$ cat src/rtl/enc_menu_pkg.sv
package enc_menu_pkg;

   typedef enum logic [1:0] {
      SEL_FILT  = 2'd0,
      SEL_RATIO = 2'd1,
      SEL_COUP  = 2'd2,
      SEL_RATE  = 2'd3
   } sel_e;

   localparam int RATIO_LOG_TOP = 5;
   localparam int COUP_TOP      = 2;
   localparam int RATE_TOP      = 2;

   typedef struct packed {
      logic       filt;
      logic [2:0] ratio;
      logic [1:0] coup;
      logic [1:0] rate;
   } cfg_t;

   // Highest exponent allowed at a given rate code
   function automatic logic [2:0] ratio_cap(input logic [1:0] rate);
      return 3'(RATIO_LOG_TOP) - {1'b0, rate};
   endfunction

endpackage

$ cat src/rtl/enc_debounce.sv
module enc_debounce #(
   parameter int W   = 1,
   parameter int CYC = 4
) (
   input  logic         clk,
   input  logic         rst_n,
   input  logic [W-1:0] din,
   output logic [W-1:0] dout
);
   localparam int CW = (CYC > 2) ? $clog2(CYC) : 1;

   for (genvar i = 0; i < W; i++) begin : g_bit
      logic          s1, s2, q;
      logic [CW-1:0] cnt;

      always_ff @(posedge clk or negedge rst_n) begin
         if (!rst_n) begin
            s1  <= 1'b0;
            s2  <= 1'b0;
            q   <= 1'b0;
            cnt <= '0;
         end else begin
            s1 <= din[i];
            s2 <= s1;
            if (s2 == q) begin
               cnt <= '0;
            end else if (cnt == CW'(CYC - 1)) begin
               q   <= s2;
               cnt <= '0;
            end else begin
               cnt <= cnt + 1'b1;
            end
         end
      end

      assign dout[i] = q;
   end

endmodule

$ cat src/rtl/enc_quad_dec.sv
module enc_quad_dec (
   input  logic       clk,
   input  logic       rst_n,
   input  logic [1:0] ab,
   output logic       up_o,
   output logic       dn_o
);
   logic [1:0]        prev;
   logic signed [3:0] acc, acc_nx;
   logic              up_nx, dn_nx, valid;

   function automatic logic [1:0] fwd(input logic [1:0] s);
      case (s)
         2'b00:   return 2'b10;
         2'b10:   return 2'b11;
         2'b11:   return 2'b01;
         default: return 2'b00;
      endcase
   endfunction

   function automatic logic [1:0] rev(input logic [1:0] s);
      case (s)
         2'b00:   return 2'b01;
         2'b01:   return 2'b11;
         2'b11:   return 2'b10;
         default: return 2'b00;
      endcase
   endfunction

   always_comb begin
      acc_nx = acc;
      up_nx  = 1'b0;
      dn_nx  = 1'b0;
      valid  = 1'b0;
      if (ab != prev) begin
         if (ab == fwd(prev)) begin
            valid = 1'b1;
            if (acc != 4'sd4) acc_nx = acc + 4'sd1;
         end else if (ab == rev(prev)) begin
            valid = 1'b1;
            if (acc != -4'sd4) acc_nx = acc - 4'sd1;
         end
         if (ab == 2'b00) begin
            up_nx  = valid && (acc_nx == 4'sd4);
            dn_nx  = valid && (acc_nx == -4'sd4);
            acc_nx = '0;
         end
      end
   end

   always_ff @(posedge clk or negedge rst_n) begin
      if (!rst_n) begin
         prev <= 2'b00;
         acc  <= '0;
         up_o <= 1'b0;
         dn_o <= 1'b0;
      end else begin
         prev <= ab;
         acc  <= acc_nx;
         up_o <= up_nx;
         dn_o <= dn_nx;
      end
   end

endmodule

$ cat src/rtl/enc_press_timer.sv
module enc_press_timer #(
   parameter int LONG = 40
) (
   input  logic clk,
   input  logic rst_n,
   input  logic held,
   output logic long_o,
   output logic short_o
);
   localparam int CW = $clog2(LONG + 1);

   logic [CW-1:0] cnt;

   always_ff @(posedge clk or negedge rst_n) begin
      if (!rst_n) begin
         cnt     <= '0;
         long_o  <= 1'b0;
         short_o <= 1'b0;
      end else if (held) begin
         if (cnt != CW'(LONG)) cnt <= cnt + 1'b1;
         long_o  <= (cnt == CW'(LONG - 1));
         short_o <= 1'b0;
      end else begin
         short_o <= (cnt != '0) && (cnt < CW'(LONG));
         long_o  <= 1'b0;
         cnt     <= '0;
      end
   end

endmodule

$ cat src/rtl/enc_menu_ctrl.sv
module enc_menu_ctrl
   import enc_menu_pkg::*;
#(
   parameter int BLINK_HALF = 16
) (
   input  logic       clk,
   input  logic       rst_n,
   input  logic       step_up,
   input  logic       step_dn,
   input  logic       press_long,
   input  logic       press_short,
   output cfg_t       cfg_o,
   output logic       edit_o,
   output sel_e       sel_o,
   output logic       blink_o
);
   localparam int BW = $clog2(BLINK_HALF);

   cfg_t          cfg_q, cfg_nx;
   logic          edit_q, edit_nx;
   sel_e          sel_q, sel_nx;
   logic [BW-1:0] bcnt;
   logic          phase;
   logic [1:0]    rate_up;

   assign rate_up = cfg_q.rate + 2'd1;

   always_comb begin
      cfg_nx  = cfg_q;
      edit_nx = edit_q;
      sel_nx  = sel_q;
      if (press_long) begin
         edit_nx = !edit_q;
         if (!edit_q) sel_nx = SEL_FILT;
      end else if (edit_q && press_short) begin
         sel_nx = sel_e'(sel_q + 2'd1);
      end else if (edit_q && (step_up || step_dn)) begin
         case (sel_q)
            SEL_FILT: cfg_nx.filt = step_up;
            SEL_RATIO: begin
               if (step_up && (cfg_q.ratio < ratio_cap(cfg_q.rate)))
                  cfg_nx.ratio = cfg_q.ratio + 3'd1;
               else if (step_dn && (cfg_q.ratio != 3'd0))
                  cfg_nx.ratio = cfg_q.ratio - 3'd1;
            end
            SEL_COUP: begin
               if (step_up && (cfg_q.coup < 2'(COUP_TOP)))
                  cfg_nx.coup = cfg_q.coup + 2'd1;
               else if (step_dn && (cfg_q.coup != 2'd0))
                  cfg_nx.coup = cfg_q.coup - 2'd1;
            end
            default: begin
               if (step_up && (cfg_q.rate < 2'(RATE_TOP))) begin
                  cfg_nx.rate = rate_up;
                  if (cfg_q.ratio > ratio_cap(rate_up))
                     cfg_nx.ratio = ratio_cap(rate_up);
               end else if (step_dn && (cfg_q.rate != 2'd0)) begin
                  cfg_nx.rate = cfg_q.rate - 2'd1;
               end
            end
         endcase
      end
   end

   always_ff @(posedge clk or negedge rst_n) begin
      if (!rst_n) begin
         cfg_q  <= '0;
         edit_q <= 1'b0;
         sel_q  <= SEL_FILT;
      end else begin
         cfg_q  <= cfg_nx;
         edit_q <= edit_nx;
         sel_q  <= sel_nx;
      end
   end

   always_ff @(posedge clk or negedge rst_n) begin
      if (!rst_n) begin
         bcnt  <= '0;
         phase <= 1'b0;
      end else if (!edit_q) begin
         bcnt  <= '0;
         phase <= 1'b0;
      end else if (bcnt == BW'(BLINK_HALF - 1)) begin
         bcnt  <= '0;
         phase <= !phase;
      end else begin
         bcnt <= bcnt + 1'b1;
      end
   end

   assign cfg_o   = cfg_q;
   assign edit_o  = edit_q;
   assign sel_o   = sel_q;
   assign blink_o = edit_q & phase;

endmodule

$ cat src/rtl/enc_menu_top.sv
module enc_menu_top
   import enc_menu_pkg::*;
#(
   parameter int CLK_HZ         = 50_000_000,
   parameter int DEBOUNCE_CYC   = CLK_HZ / 1000,
   parameter int LONG_PRESS_CYC = CLK_HZ,
   parameter int BLINK_HALF_CYC = CLK_HZ / 4,
   parameter bit BTN_ACTIVE_LOW = 1'b0
) (
   input  logic       clk,
   input  logic       rst_n,
   input  logic       enc_a,
   input  logic       enc_b,
   input  logic       btn_i,
   output logic       filt_mode_o,
   output logic [2:0] avg_log2_o,
   output logic [1:0] coupling_o,
   output logic [1:0] rate_o,
   output logic       edit_o,
   output logic [1:0] sel_o,
   output logic       blink_o
);
   if (DEBOUNCE_CYC < 2) begin : g_bad_db
      $error("DEBOUNCE_CYC must be at least 2");
   end
   if (LONG_PRESS_CYC <= DEBOUNCE_CYC) begin : g_bad_long
      $error("LONG_PRESS_CYC must exceed DEBOUNCE_CYC");
   end
   if (BLINK_HALF_CYC < 2) begin : g_bad_blink
      $error("BLINK_HALF_CYC must be at least 2");
   end

   logic       btn_lvl;
   logic [2:0] clean;
   logic       step_up, step_dn, press_long, press_short;
   cfg_t       cfg;
   sel_e       sel;

   if (BTN_ACTIVE_LOW) begin : g_btn_low
      assign btn_lvl = !btn_i;
   end else begin : g_btn_high
      assign btn_lvl = btn_i;
   end

   enc_debounce #(.W(3), .CYC(DEBOUNCE_CYC)) u_db (
      .clk(clk), .rst_n(rst_n),
      .din({btn_lvl, enc_a, enc_b}), .dout(clean)
   );

   enc_quad_dec u_quad (
      .clk(clk), .rst_n(rst_n), .ab(clean[1:0]),
      .up_o(step_up), .dn_o(step_dn)
   );

   enc_press_timer #(.LONG(LONG_PRESS_CYC)) u_press (
      .clk(clk), .rst_n(rst_n), .held(clean[2]),
      .long_o(press_long), .short_o(press_short)
   );

   enc_menu_ctrl #(.BLINK_HALF(BLINK_HALF_CYC)) u_ctrl (
      .clk(clk), .rst_n(rst_n),
      .step_up(step_up), .step_dn(step_dn),
      .press_long(press_long), .press_short(press_short),
      .cfg_o(cfg), .edit_o(edit_o), .sel_o(sel), .blink_o(blink_o)
   );

   assign filt_mode_o = cfg.filt;
   assign avg_log2_o  = cfg.ratio;
   assign coupling_o  = cfg.coup;
   assign rate_o      = cfg.rate;
   assign sel_o       = sel;

endmodule

$ cat config.mk
export PLATFORM = sky130hd
export DESIGN_NAME = enc_menu_top
export DESIGN_NICKNAME = d
export VERILOG_FILES = /design/src/rtl/enc_menu_pkg.sv /design/src/rtl/enc_debounce.sv /design/src/rtl/enc_quad_dec.sv /design/src/rtl/enc_press_timer.sv /design/src/rtl/enc_menu_ctrl.sv /design/src/rtl/enc_menu_top.sv
export SDC_FILE = /design/constraint.sdc
export NUM_CORES = 1
export LEC_CHECK = 0
export BUFFER_PORTS_ARGS = -buffer_cell sky130_fd_sc_hd__buf_2
export CORE_MARGIN = 4
export CORE_UTILIZATION = 60
export CTS_BUF_LIST = sky130_fd_sc_hd__clkbuf_8
export CTS_CLUSTER_SIZE = 40
export DETAILED_ROUTE_END_ITERATION = 10
export PLACE_DENSITY_LB_ADDON = 0.1
export SLEW_MARGIN = 20
export SYNTH_ARGS = -nofsm -noshare
export SYNTH_HDL_FRONTEND = slang
export SYNTH_SLANG_ARGS = --single-unit
export TNS_END_PERCENT = 20
$ cat constraint.sdc
create_clock -name clk -period 2.8 [get_ports clk]
set_input_delay 0.14 -clock clk [delete_from_list [all_inputs] [get_ports clk]]
set_output_delay 0.14 -clock clk [all_outputs]
set_load 0.1 [all_outputs]
==> flow_summary.toml <==
[grt]
grt_usage_pct = 20.7
grt_max_degree = 59
grt_pass1_wl_um = 21500
grt_pass1_vias = 4782
overflow = 0
antenna_found_initial = 0

[logic_synthesis]
ys_top_cells_by_area = "dfrtp_1 48%, xnor2_1 6.8%, xor2_1 6.3%"
yosys.area.top_type_share_pct = 48.2
yosys_warnings = 0
synth_ff_type = "dfrtp_1"
synth_cells = 701
synth_cell_types = 49
synth_nets = 726
seq_area_frac_synth_pct = 48.2
ys_top_cells_by_count = "129 x dfrtp_1, 96 x nor2_1, 62 x nand2_1, 52 x xnor2_1, 48 x xor2_1"
yosys.area.top_type = "dfrtp_1"
synth_seq_cells = 129
netlist_area_um2 = 6700
synth_edf_count = 0
avgSynthCellArea_um2 = 9.55
synth.most_common_cell = "dfrtp_1"
ys_async_sr_fraction_pct = 100

[clocking]
worstSkewPairLatency_ns = 0.44
clk_pin_slew_ns = 0.07
cts-buffers-inserted = 17
cts-root-buf = "clkbuf_8"
cts_max_level = 4
cts.path.max_buffers = 2
cts_tree = "yes"
clock-sinks = 129

[run_status]
status = "complete, no violations"

[worst_setup_path]
cp_max_fo = 6
arrival_ns = 2.81
endpoint_kind = "flip-flop"
timing.rr.start = "u_ctrl.cfg_o[5]"
path_cells = "ha_1 -> nor2b_1 -> o21ai_0 -> and3b_1 -> inv_1 -> fa_1 -> xor2_1 -> nor2_1 -> nand4b_1 -> o211ai_1 -> mux2i_1"
critPathKind = "flip-flop to flip-flop"
r2r-end = "u_ctrl.cfg_o[6]"
ff2ff_path_depth = 11
worst_ep_required_time_ns = 3.12
reg2reg_slack_ns = 0.31
critPathSlowestCell = "dfrtp_2"
cpPeakStageDelay_ns = 0.46
cp-start-kind = "flip-flop"

[placed_design]
postPlaceCellArea_um2 = 6930
portBuffers = 16
dp_hpwl_um = 8130
dp.cells = 842
gp_congestion = 0.875

[cells_and_area]
syn_to_final_growth_pct = 10.7
layout-drive-gt1-share_pct = 8.54
diodes = 0
final_cell_area_um2 = 7410
fin_util_pct = 68.1
fillers = 864
layout.cells.non_filler = 878
final_nets = 750

[route]
wirelength_um = 11900
drtIter0Drc = 390
drc = 0
vias = 4827
antenna_left = 0
dr.pass1.iters = 5
viasPerCell = 5.50
wl_per_cell_um = 13.6

[floorplanning]
die_w_um = 114
die_area_um2 = 12900
rows = 38
ios = 17
start_util_pct = 61.5
fp.coreArea_um2 = 10900
die_h_um = 114

[pwr]
netSwitchingPower_mw = 0.757
p_total_mw = 3.69
swShare_pct = 20.5
ir_drop_v = 0.000603
pwr-share-seq_pct = 51.3
power_leakage_nw = 3.24
internal_power_mw = 2.93
p_per_area_nw_per_um2 = 497
clockPowerShare_pct = 46.6
p_comb_share_pct = 2.0

[sta]
post-route-min-period_ns = 2.49
worst_slew_pin_slew_ns = 0.743
drv_slew = 0
fmax_mhz = 401
period_share_pct = 89.1
finalHoldViolations = 0
holdWs_ns = 0.318
max_slew_margin_pct = 50.4
rsz0062_at_grt = "no"
setup_viol = 0
fin_skew_ns = 0.0121

[min_path]
hp-class = "primary input to async pin"

[job]
maxCapViolCount = 0
[layer usage]
layer | up-vias | part of all wire [%] | track usage (%)
met5 | - | 0 | 0
met4 | 0 | 1.0 | 7.53
met3 | 15 | 3.4 | 6.05
met2 | 71 | 49 | 33.4
met1 | 2300 | 47 | 26.6
li1 | 2441 | - | -
[power groups by stage]
| stage | registers, mW | logic [mW] | clock network (mW) |
|---|---|---|---|
| 2_1_floorplan | 1.92 | 0.0239 | 0 |
| 3_3_place_gp | 1.93 | 0.0720 | 0 |
| 3_5_place_dp | 1.93 | 0.0745 | 0 |
| 4_1_cts | 1.89 | 0.0787 | 1.76 |
| 5_1_grt | 1.89 | 0.0883 | 1.86 |
| 6_report | 1.89 | 0.0746 | 1.72 |
[worst max path at each step]
stage	slack [ns]	end	startpoint	cells past startpoint
floorplan	-0.07	u_ctrl.cfg_o[5]	u_ctrl.cfg_o[0]	9
global placement	0.43	u_ctrl.cfg_o[6]	u_ctrl.cfg_o[5]	11
detailed placement	0.36	u_ctrl.cfg_o[6]	u_ctrl.cfg_o[5]	10
CTS	0.32	u_ctrl.cfg_o[6]	u_ctrl.cfg_o[5]	10
global route	0.15	u_ctrl.cfg_o[6]	u_ctrl.cfg_o[1]	12
finish	0.31	u_ctrl.cfg_o[6]	u_ctrl.cfg_o[5]	11
[stage by stage]
stage | TNS (ns) | worst slack (ns)
final | 0 | 0.306
after global routing | 0 | 0.146
after CTS | 0 | 0.324
after detailed placement | 0 | 0.361
after global placement | 0 | 0.433
after floorplan | -0.0713 | -0.0713
[layout by cell type (no fill, tap or decap), types with 5 or more instances in the layout]
cell      instances
mux2_2            5
nand2_1          62
nor2b_1           8
nor4_1           12
inv_1            32
o21ai_0          18
o21a_1            6
nand3_1          46
clkbuf_8         20
nand4_1          22
nor2_1           96
xor2_1           48
nor3_1           29
nor4b_1           6
dfrtp_1         127
and2_1           24
xnor2_1          52
and3_1           19
buf_4             5
buf_2            15
ha_1             19
[registers in the layout, indices dropped and copies added, names as in the netlist]
| register | cells |
|---|---|
| u_ctrl.bcnt | 24 |
| u_ctrl.cfg_o | 8 |
| u_ctrl.edit_o | 1 |
| u_ctrl.phase | 1 |
| u_ctrl.sel_o | 2 |
| u_db.g_bit.cnt | 48 |
| u_db.g_bit.q | 3 |
| u_db.g_bit.s1 | 3 |
| u_db.g_bit.s2 | 3 |
| u_press.cnt | 26 |
| u_press.long_o | 1 |
| u_press.short_o | 1 |
| u_quad.acc | 4 |
| u_quad.dn_o | 1 |
| u_quad.prev | 2 |
| u_quad.up_o | 1 |
[layout make-up]
type	count	area [µm²]	share of cell area, %
Timing Repair Buffer	25	173	2.33
Tap cell	140	175	2.36
Sequential cell	129	3230	43.6
Clock buffer	20	275	3.71
Inverter	30	113	1.52
Clock inverter	12	164	2.21
Multi-Input combinational cell	522	3280	44.3
[cell families after synthesis]
group,count (synthesis),synth area share (%)
xor+xnor,100,13.1
compound gates,50,4.99
buf+inv,50,2.80
mux,7,1.14
flops,129,48.2
simple gates,345,25.9
fa+ha+maj,20,3.85
[worst max-delay path: cells and delay by family (launching register included)]
| kind | cells | cell delay [ns] |
|---|---|---|
| adder cells (fa/ha/maj) | 2 | 0.68 |
| AND/OR/NAND/NOR | 4 | 0.58 |
| flip-flops | 1 | 0.46 |
| AO/OA/AOI/OAI | 2 | 0.33 |
| XOR/XNOR | 1 | 0.17 |
| multiplexers | 1 | 0.11 |
| buffers and inverters | 1 | 0.06 |
[timing repair]
action | in CTS | in global routing
hold buffers | 4 | 0
buffers inserted | 0 | 0
resized for setup | 0 | 0
endpoints found under the hold margin | 59 | 0
(Power assumes the default switching activity.)
